### src/rtl/mwr_pkg.sv
package mwr_pkg;
  localparam int unsigned WORD_W = 16;
  // command pattern sent MSB first: start bit, then read opcode
  localparam logic [2:0] READ_SEQ = 3'b110;

  typedef enum logic [1:0] {SEG_CMD, SEG_ADR, SEG_DAT} seg_e;
  typedef enum logic [2:0] {SR_IDLE, SR_CSUP, SR_LO, SR_HI, SR_END} ser_st_e;
  typedef enum logic [1:0] {TS_IDLE, TS_SIZE, TS_READ, TS_FIN} top_st_e;

  // width discovered when the dummy zero shows at remaining-bit index idx
  function automatic int unsigned width_at(int unsigned max_aw, int unsigned idx);
    return max_aw - idx;
  endfunction

  // highest word index for a given width
  function automatic int unsigned last_word(int unsigned aw);
    return (1 << aw) - 1;
  endfunction

  // 16-bit wraparound accumulation
  function automatic logic [WORD_W-1:0] sum_step(logic [WORD_W-1:0] acc,
                                                 logic [WORD_W-1:0] w);
    return acc + w;
  endfunction

  // half period never below the one-microsecond floor
  function automatic int unsigned half_floor(int unsigned req, int unsigned floor_cyc);
    return (req < floor_cyc) ? floor_cyc : req;
  endfunction
endpackage

### src/rtl/mwr_tick.sv
module mwr_tick #(
  parameter int unsigned HALF = 4
) (
  input  logic clk,
  input  logic rst_n,
  input  logic en,
  output logic tick
);
  localparam int unsigned CW = (HALF > 1) ? $clog2(HALF) : 1;

  logic [CW-1:0] cnt;

  assign tick = en && (cnt == CW'(HALF - 1));

  always_ff @(posedge clk or negedge rst_n) begin
    if (!rst_n)            cnt <= '0;
    else if (!en || tick)  cnt <= '0;
    else                   cnt <= cnt + 1'b1;
  end
endmodule

### src/rtl/mwr_serial.sv
module mwr_serial
  import mwr_pkg::*;
#(
  parameter int unsigned MAX_AW = 8,
  parameter int unsigned HALF   = 4
) (
  input  logic                         clk,
  input  logic                         rst_n,
  input  logic                         tick,
  input  logic                         go,
  input  logic                         sizing,
  input  logic [$clog2(MAX_AW+1)-1:0]  aw,
  input  logic [MAX_AW-1:0]            addr,
  input  logic                         ee_do,
  output logic                         ee_cs,
  output logic                         ee_sk,
  output logic                         ee_di,
  output logic                         ready,
  output logic                         active,
  output logic                         word_valid,
  output logic [WORD_W-1:0]            word,
  output logic [$clog2(MAX_AW+1)-1:0]  found_aw,
  output logic                         no_dummy
);
  localparam int unsigned AW_W  = $clog2(MAX_AW + 1);
  localparam int unsigned CNT_W = $clog2(WORD_W);
  localparam int unsigned AI    = (MAX_AW > 1) ? $clog2(MAX_AW) : 1;
  localparam int unsigned HW    = $clog2(HALF + 1);

  ser_st_e           st;
  seg_e              seg;
  logic [CNT_W-1:0]  cnt;
  logic [AW_W-1:0]   aw_q;
  logic [MAX_AW-1:0] addr_q;
  logic              size_q;
  logic              bit_val;

  assign ready  = (st == SR_IDLE);
  assign active = (st != SR_IDLE);
  assign ee_cs  = (st == SR_CSUP) || (st == SR_LO) || (st == SR_HI);
  assign ee_sk  = (st == SR_HI);

  always_comb begin
    case (seg)
      SEG_CMD: bit_val = READ_SEQ[cnt[1:0]];
      SEG_ADR: bit_val = addr_q[cnt[AI-1:0]];
      default: bit_val = 1'b0;
    endcase
  end
  assign ee_di = ((st == SR_LO) || (st == SR_HI)) && bit_val;

  always_ff @(posedge clk or negedge rst_n) begin
    if (!rst_n) begin
      st         <= SR_IDLE;
      seg        <= SEG_CMD;
      cnt        <= '0;
      aw_q       <= '0;
      addr_q     <= '0;
      size_q     <= 1'b0;
      word       <= '0;
      word_valid <= 1'b0;
      found_aw   <= '0;
      no_dummy   <= 1'b0;
    end else begin
      word_valid <= 1'b0;
      case (st)
        SR_IDLE: if (go) begin
          st       <= SR_CSUP;
          size_q   <= sizing;
          addr_q   <= sizing ? '0 : addr;
          aw_q     <= sizing ? AW_W'(MAX_AW) : aw;
          no_dummy <= 1'b0;
        end
        SR_CSUP: if (tick) begin
          st  <= SR_LO;
          seg <= SEG_CMD;
          cnt <= CNT_W'(2);
        end
        SR_LO: if (tick) st <= SR_HI;
        SR_HI: if (tick) begin
          st <= SR_LO;
          case (seg)
            SEG_CMD: begin
              if (cnt == '0) begin
                seg <= SEG_ADR;
                cnt <= CNT_W'(aw_q) - 1'b1;
              end else begin
                cnt <= cnt - 1'b1;
              end
            end
            SEG_ADR: begin
              if (size_q && !ee_do) begin
                found_aw <= AW_W'(width_at(MAX_AW, int'(cnt)));
                seg      <= SEG_DAT;
                cnt      <= CNT_W'(WORD_W - 1);
              end else if (cnt == '0) begin
                seg <= SEG_DAT;
                cnt <= CNT_W'(WORD_W - 1);
                if (size_q) begin
                  found_aw <= AW_W'(MAX_AW);
                  no_dummy <= 1'b1;
                end
              end else begin
                cnt <= cnt - 1'b1;
              end
            end
            default: begin
              word <= {word[WORD_W-2:0], ee_do};
              if (cnt == '0) st  <= SR_END;
              else           cnt <= cnt - 1'b1;
            end
          endcase
        end
        SR_END: if (tick) begin
          st         <= SR_IDLE;
          word_valid <= 1'b1;
        end
        default: st <= SR_IDLE;
      endcase
    end
  end

  // run length of the current serial clock level, saturating at HALF
  logic [HW-1:0] sk_run;
  logic          sk_q;
  always_ff @(posedge clk or negedge rst_n) begin
    if (!rst_n) begin
      sk_q   <= 1'b0;
      sk_run <= HW'(HALF);
    end else begin
      sk_q <= ee_sk;
      if (ee_sk != sk_q)            sk_run <= HW'(1);
      else if (sk_run != HW'(HALF)) sk_run <= sk_run + 1'b1;
    end
  end

  AST_SK_HALF_MIN: assert property (@(posedge clk) disable iff (!rst_n)
    (ee_sk != sk_q) |-> (sk_run >= HW'(HALF)));
  AST_LINES_LOW_AT_END: assert property (@(posedge clk) disable iff (!rst_n)
    word_valid |-> (!ee_cs && !ee_sk && !ee_di));
  AST_GO_ONLY_WHEN_READY: assert property (@(posedge clk) disable iff (!rst_n)
    (go && ready) |=> ee_cs);
endmodule

### src/rtl/mwr_store.sv
module mwr_store
  import mwr_pkg::*;
#(
  parameter int unsigned MAX_AW = 8
) (
  input  logic              clk,
  input  logic              rst_n,
  input  logic              clr,
  input  logic              we,
  input  logic [MAX_AW-1:0] waddr,
  input  logic [WORD_W-1:0] wdata,
  input  logic [MAX_AW-1:0] raddr,
  output logic [WORD_W-1:0] rdata,
  output logic [WORD_W-1:0] sum
);
  localparam int unsigned DEPTH = 1 << MAX_AW;

  logic [WORD_W-1:0] mem [DEPTH];

  always_ff @(posedge clk) begin
    if (we) mem[waddr] <= wdata;
  end

  always_ff @(posedge clk or negedge rst_n) begin
    if (!rst_n) rdata <= '0;
    else        rdata <= mem[raddr];
  end

  always_ff @(posedge clk or negedge rst_n) begin
    if (!rst_n)   sum <= '0;
    else if (clr) sum <= '0;
    else if (we)  sum <= sum_step(sum, wdata);
  end
endmodule

### src/rtl/mw_eeprom_loader.sv
module mw_eeprom_loader
  import mwr_pkg::*;
#(
  parameter int unsigned MAX_AW      = 8,
  parameter int unsigned CLK_MHZ     = 125,
  parameter int unsigned HALF_CYCLES = 125,
  parameter logic [15:0] CSUM_TARGET = 16'hBABA
) (
  input  logic                         clk,
  input  logic                         rst_n,
  input  logic                         start,
  output logic                         busy,
  output logic                         done,
  output logic                         csum_ok,
  output logic                         size_err,
  output logic [$clog2(MAX_AW+1)-1:0]  addr_width,
  input  logic [MAX_AW-1:0]            rd_addr,
  output logic [15:0]                  rd_data,
  output logic                         ee_cs,
  output logic                         ee_sk,
  output logic                         ee_di,
  input  logic                         ee_do
);
  localparam int unsigned AW_W     = $clog2(MAX_AW + 1);
  localparam int unsigned HALF_EFF = half_floor(HALF_CYCLES, CLK_MHZ);

  top_st_e           st;
  logic              pend;
  logic [MAX_AW-1:0] widx;
  logic [MAX_AW-1:0] last_idx;

  logic              tick;
  logic              ser_go;
  logic              ser_ready;
  logic              ser_active;
  logic              ser_valid;
  logic [WORD_W-1:0] ser_word;
  logic [AW_W-1:0]   ser_found;
  logic              ser_nodummy;
  logic [WORD_W-1:0] img_sum;
  logic              img_we;
  logic              img_clr;

  assign busy    = (st != TS_IDLE);
  assign ser_go  = ((st == TS_SIZE) || (st == TS_READ)) && ser_ready && !pend;
  assign img_we  = (st == TS_READ) && ser_valid;
  assign img_clr = (st == TS_IDLE) && start;

  mwr_tick #(.HALF(HALF_EFF)) u_tick (
    .clk   (clk),
    .rst_n (rst_n),
    .en    (ser_active),
    .tick  (tick)
  );

  mwr_serial #(.MAX_AW(MAX_AW), .HALF(HALF_EFF)) u_serial (
    .clk        (clk),
    .rst_n      (rst_n),
    .tick       (tick),
    .go         (ser_go),
    .sizing     (st == TS_SIZE),
    .aw         (addr_width),
    .addr       (widx),
    .ee_do      (ee_do),
    .ee_cs      (ee_cs),
    .ee_sk      (ee_sk),
    .ee_di      (ee_di),
    .ready      (ser_ready),
    .active     (ser_active),
    .word_valid (ser_valid),
    .word       (ser_word),
    .found_aw   (ser_found),
    .no_dummy   (ser_nodummy)
  );

  mwr_store #(.MAX_AW(MAX_AW)) u_store (
    .clk   (clk),
    .rst_n (rst_n),
    .clr   (img_clr),
    .we    (img_we),
    .waddr (widx),
    .wdata (ser_word),
    .raddr (rd_addr),
    .rdata (rd_data),
    .sum   (img_sum)
  );

  always_ff @(posedge clk or negedge rst_n) begin
    if (!rst_n) begin
      st         <= TS_IDLE;
      pend       <= 1'b0;
      widx       <= '0;
      last_idx   <= '0;
      done       <= 1'b0;
      csum_ok    <= 1'b0;
      size_err   <= 1'b0;
      addr_width <= '0;
    end else begin
      done <= 1'b0;
      if (ser_go)         pend <= 1'b1;
      else if (ser_valid) pend <= 1'b0;
      case (st)
        TS_IDLE: if (start) begin
          st       <= TS_SIZE;
          csum_ok  <= 1'b0;
          size_err <= 1'b0;
          widx     <= '0;
        end
        TS_SIZE: if (ser_valid) begin
          addr_width <= ser_found;
          size_err   <= ser_nodummy;
          last_idx   <= MAX_AW'(last_word(int'(ser_found)));
          widx       <= '0;
          st         <= TS_READ;
        end
        TS_READ: if (ser_valid) begin
          if (widx == last_idx) st   <= TS_FIN;
          else                  widx <= widx + 1'b1;
        end
        default: begin
          st      <= TS_IDLE;
          done    <= 1'b1;
          csum_ok <= (img_sum == CSUM_TARGET);
        end
      endcase
    end
  end

  AST_DONE_ONE_CYCLE: assert property (@(posedge clk) disable iff (!rst_n)
    done |=> !done);
  AST_ERR_FULL_WIDTH: assert property (@(posedge clk) disable iff (!rst_n)
    size_err |-> (addr_width == AW_W'(MAX_AW)));
  AST_WIDTH_HOLD: assert property (@(posedge clk) disable iff (!rst_n)
    ((st == TS_READ) && $past(st == TS_READ)) |-> $stable(addr_width));
  AST_CS_ONLY_BUSY: assert property (@(posedge clk) disable iff (!rst_n)
    ee_cs |-> busy);
  AST_IDX_BOUND: assert property (@(posedge clk) disable iff (!rst_n)
    (st == TS_READ) |-> (widx <= last_idx));
endmodule

### config.mk
export PLATFORM = sky130hd
export DESIGN_NAME = mw_eeprom_loader
export DESIGN_NICKNAME = d
export VERILOG_FILES = /design/src/rtl/mwr_pkg.sv /design/src/rtl/mwr_tick.sv /design/src/rtl/mwr_serial.sv /design/src/rtl/mwr_store.sv /design/src/rtl/mw_eeprom_loader.sv
export SDC_FILE = /design/constraint.sdc
export NUM_CORES = 2
export LEC_CHECK = 0
export BUFFER_PORTS_ARGS = -buffer_cell sky130_fd_sc_hd__clkbuf_2
export CAP_MARGIN = 25
export CORE_UTILIZATION = 60
export CTS_CLUSTER_DIAMETER = 200
export DETAILED_ROUTE_END_ITERATION = 7
export PLACE_DENSITY_LB_ADDON = 0.2
export RECOVER_POWER = 25
export SLEW_MARGIN = 20
export SYNTH_ARGS = -nofsm -noshare
export SYNTH_HDL_FRONTEND = slang
export SYNTH_SLANG_ARGS = --single-unit
### constraint.sdc
create_clock -name clk -period 7.5 [get_ports clk]
set_input_delay 1.5 -clock clk [delete_from_list [all_inputs] [get_ports clk]]
set_output_delay 1.5 -clock clk [all_outputs]
set_load 0.02 [all_outputs]
==> metrics.yaml <==
sta:
  rsz0062_at_grt: "false"
  worst_pin_slew_ns: 4.43
  drv_slew: 2209
  fmax_mhz: 164
  hold_viol_final: 0
  clock_skew_ns: 0.0587
  min_period_ns: 6.11
  fin_tns_setup_ns: 0
  final.period_utilization_pct: 81.5
  setup_viol: 0
  slew_headroom_pct: -195
route:
  drcViolationCount: 0
  drtAntennaViolNets: 0
  vias_per_cell: 6.82
  drt_first_pass_iters: 5
  vias: 76600
  detail_route.iter0.violations: 10200
  routed_wl_mm: 396
  routedWlPerCell_um: 35.3
clocking:
  clk_path_buf_depth: 4
  cts_resized: 0
  cts_tree: "yes"
  worstSkewPairLatency_ns: 0.97
  postCtsSetupBuffers: 0
  clock_sinks: 4205
  htree_num_levels: 5
  cts_buffers: 409
  clkTransAtPathRegs_ns: 0.06
  cts_hold_buf: 0
  root_buffer: "clkbuf_16"
synthesis:
  synthCells: 6830
  syn_area_per_cell_um2: 23.7
  synth_warnings: 0
  netlist_area_um2: 162000
  synth_cell_types: 56
  syn-num-nets: 6871
  ys_ff_latch: 4205
  ys_async_sr_fraction_pct: 2.59
  yosysSeqAreaShare_pct: 77.6
  synthFlopType: "edfxtp_1"
  synth_edf_count: 4096
setup_path:
  r2r_end: "u_store.mem[159][10]$_DFFE_PP_"
  path_cells: "clkbuf_1, clkbuf_1"
  path_class: "reg -> reg"
  end_kind: "register"
  path_buf_inv: 2
  critPathSlowestCell: "clkbuf_1"
  r2r_start: "u_serial.word[10]$_DFFE_PN0P_"
  required_ns: 7.78
  timing.reg2reg.setup_slack_ns: 1.39
  worstSetupStartpoint: "u_serial.word[10]$_DFFE_PN0P_"
  worst_ep_arrival_time_ns: 6.40
  slowest_delay_ns: 2.26
  path_max_fanout: 70
  cp_top_family: "buffers and inverters"
  r2r_cells: 2
  cp_common_cell: "clkbuf_1"
  start_kind: "register"
die:
  core_um2: 268000
  rows: 190
  die-width_um: 522
  start_util_pct: 60.4
  die_h_um: 522
  dieArea_um2: 272000
  ios: 39
cells_and_area:
  area_growth_pct: 12.6
  final_util_pct: 68.0
  multi_input_area_um2: 34800
  fin_nets: 7372
  regArea_um2: 126000
  drive_above_1_share_pct: 31.9
  fillers: 16100
hold_path:
  hold_path_end: "u_serial.addr_q[0]$_DFFE_PN0P_"
  hp-class: "reg -> reg"
  worst_hold_path.num_cells: 2
  hp-start: "u_serial.addr_q[0]$_DFFE_PN0P_"
run_status:
  violations: "capacitance limit, slew limit"
  outcome: "complete, but fails checks"
place:
  gp_congestion: 0.824
  portBuffers: 38
  hpwlAfterDp_mm: 225
power:
  leakagePower_uw: 0.0472
  max-vdd-ir-drop_mv: 0.226
  pwr_density_cell_nw_per_um2: 257
global_routing:
  grtUsageTotal_pct: 29.5
  antenna_found_initial: 10
  grt_pass1_wl_mm: 563
  grt_max_degree: 189
  grt.overflow.total: 0
  grt_pass1_vias: 76900
run:
  drv_cap: 27
-- stage by stage --
step,area (µm²),power (µW),std cells,worst slack (ns),hold WS (ns)
floorplan,162000,26600,6830,1.97,0.444
global placement,169000,26900,10500,0.980,0.462
detailed placement,169000,26900,10500,0.982,0.471
CTS,183000,47200,11200,1.99,0.485
global route,182000,48000,11200,1.02,0.514
finish,182000,46900,11200,1.39,0.482
-- power by group --
part           switching (µW)  internal, µW
clock                    8780         11800
sequential               8.44         25400
combinational             563           367
-- synthesized netlist by cell type, types with 14 or more instances --
| library cell | count | area share, % |
|---|---|---|
| nand2b_1 | 16 | 0.062 |
| buf_1 | 31 | 0.072 |
| nor3_1 | 17 | 0.053 |
| nand2_1 | 102 | 0.24 |
| mux2_2 | 22 | 0.15 |
| dfrtp_1 | 109 | 1.7 |
| nor2_1 | 332 | 0.77 |
| mux2i_1 | 81 | 0.50 |
| ha_1 | 28 | 0.22 |
| inv_1 | 19 | 0.044 |
| mux4_2 | 1298 | 18 |
| a22oi_1 | 35 | 0.16 |
| xor2_1 | 14 | 0.076 |
| buf_2 | 120 | 0.37 |
| a221oi_1 | 17 | 0.092 |
| edfxtp_1 | 4096 | 76 |
| clkbuf_1 | 221 | 0.51 |
| nand3_1 | 57 | 0.18 |
| a21oi_1 | 34 | 0.11 |
| o21ai_0 | 58 | 0.18 |
-- cell usage in the layout, fill, tap and decap left out, types with 16 or more instances in the layout --
cell type / instances
a21oi_1: 34
a221oi_1: 17
a22oi_1: 35
buf_12: 28
buf_4: 382
bufinv_16: 44
clkbuf_1: 105
clkbuf_16: 415
clkbuf_2: 35
clkinv_1: 89
clkinv_2: 69
dfrtp_1: 108
edfxtp_1: 4096
ha_1: 28
inv_1: 19
mux2_2: 22
mux2i_1: 81
mux4_2: 1298
nand2_1: 101
nand2b_1: 16
nand3_1: 45
nor2_1: 265
nor2_2: 62
nor3_1: 17
o21ai_0: 52
-- how the worst max path moves through the flow --
stage / endpoint / cells past startpoint
floorplan: u_store.sum[15]$_DFFE_PN0P_ / 9
global placement: u_store.rdata[10]$_DFF_PN0_ / 10
detailed placement: u_store.rdata[10]$_DFF_PN0_ / 10
CTS: u_store.rdata[10]$_DFF_PN0_ / 10
global route: u_store.mem[159][10]$_DFFE_PP_ / 2
finish: u_store.mem[159][10]$_DFFE_PP_ / 2
-- routing by layer --
layer / wire length [µm] / track usage [%] / share of wire, %
met3: 39500 / 6.17 / 10
met2: 193000 / 46.6 / 49
met5: 62 / 0 / 0.016
met1: 149000 / 41.9 / 38
met4: 14500 / 9.70 / 3.7
-- worst reg2reg max path, cell delays in order (launching register included) --
cell	delay (ns)
dfrtp_1	1.44
clkbuf_1	1.65
clkbuf_1	2.28
-- flip-flops by register name, summed over array words and instances, names as in the netlist, 3 cells and up --
signal,cells
u_store.sum,16
u_store.mem,4096
u_serial.found_aw,4
u_store.rdata,16
u_serial.aw_q,4
u_serial.cnt,4
addr_width,4
last_idx,8
u_serial.st,3
u_serial.addr_q,8
u_serial.word,16
u_tick.cnt,7
widx,8
-- cell families (layout without fill, tap and decap cells) --
kind of cell | after synthesis | in the layout | synth area share, %
buffers and inverters | 403 | 1247 | 1.07
multiplexers | 1401 | 1401 | 18.7
adder cells (fa/ha/maj) | 29 | 29 | 0.229
XOR/XNOR | 27 | 27 | 0.146
AND/OR/NAND/NOR | 580 | 580 | 1.53
other | 0 | 4 | 0
AO/OA/AOI/OAI | 185 | 185 | 0.733
flip-flops | 4205 | 4205 | 77.6
-- area by class of cell --
class | count | share of cell area (%)
tap | 3552 | 2.44
inverter | 19 | 0.0391
antenna | 4 | 0.00549
clock inverter | 243 | 1.45
multi-input combinational | 2222 | 19.1
clock buffer | 511 | 5.94
sequential | 4205 | 68.9
timing repair buffer | 474 | 2.12
(Power assumes the default switching activity.)
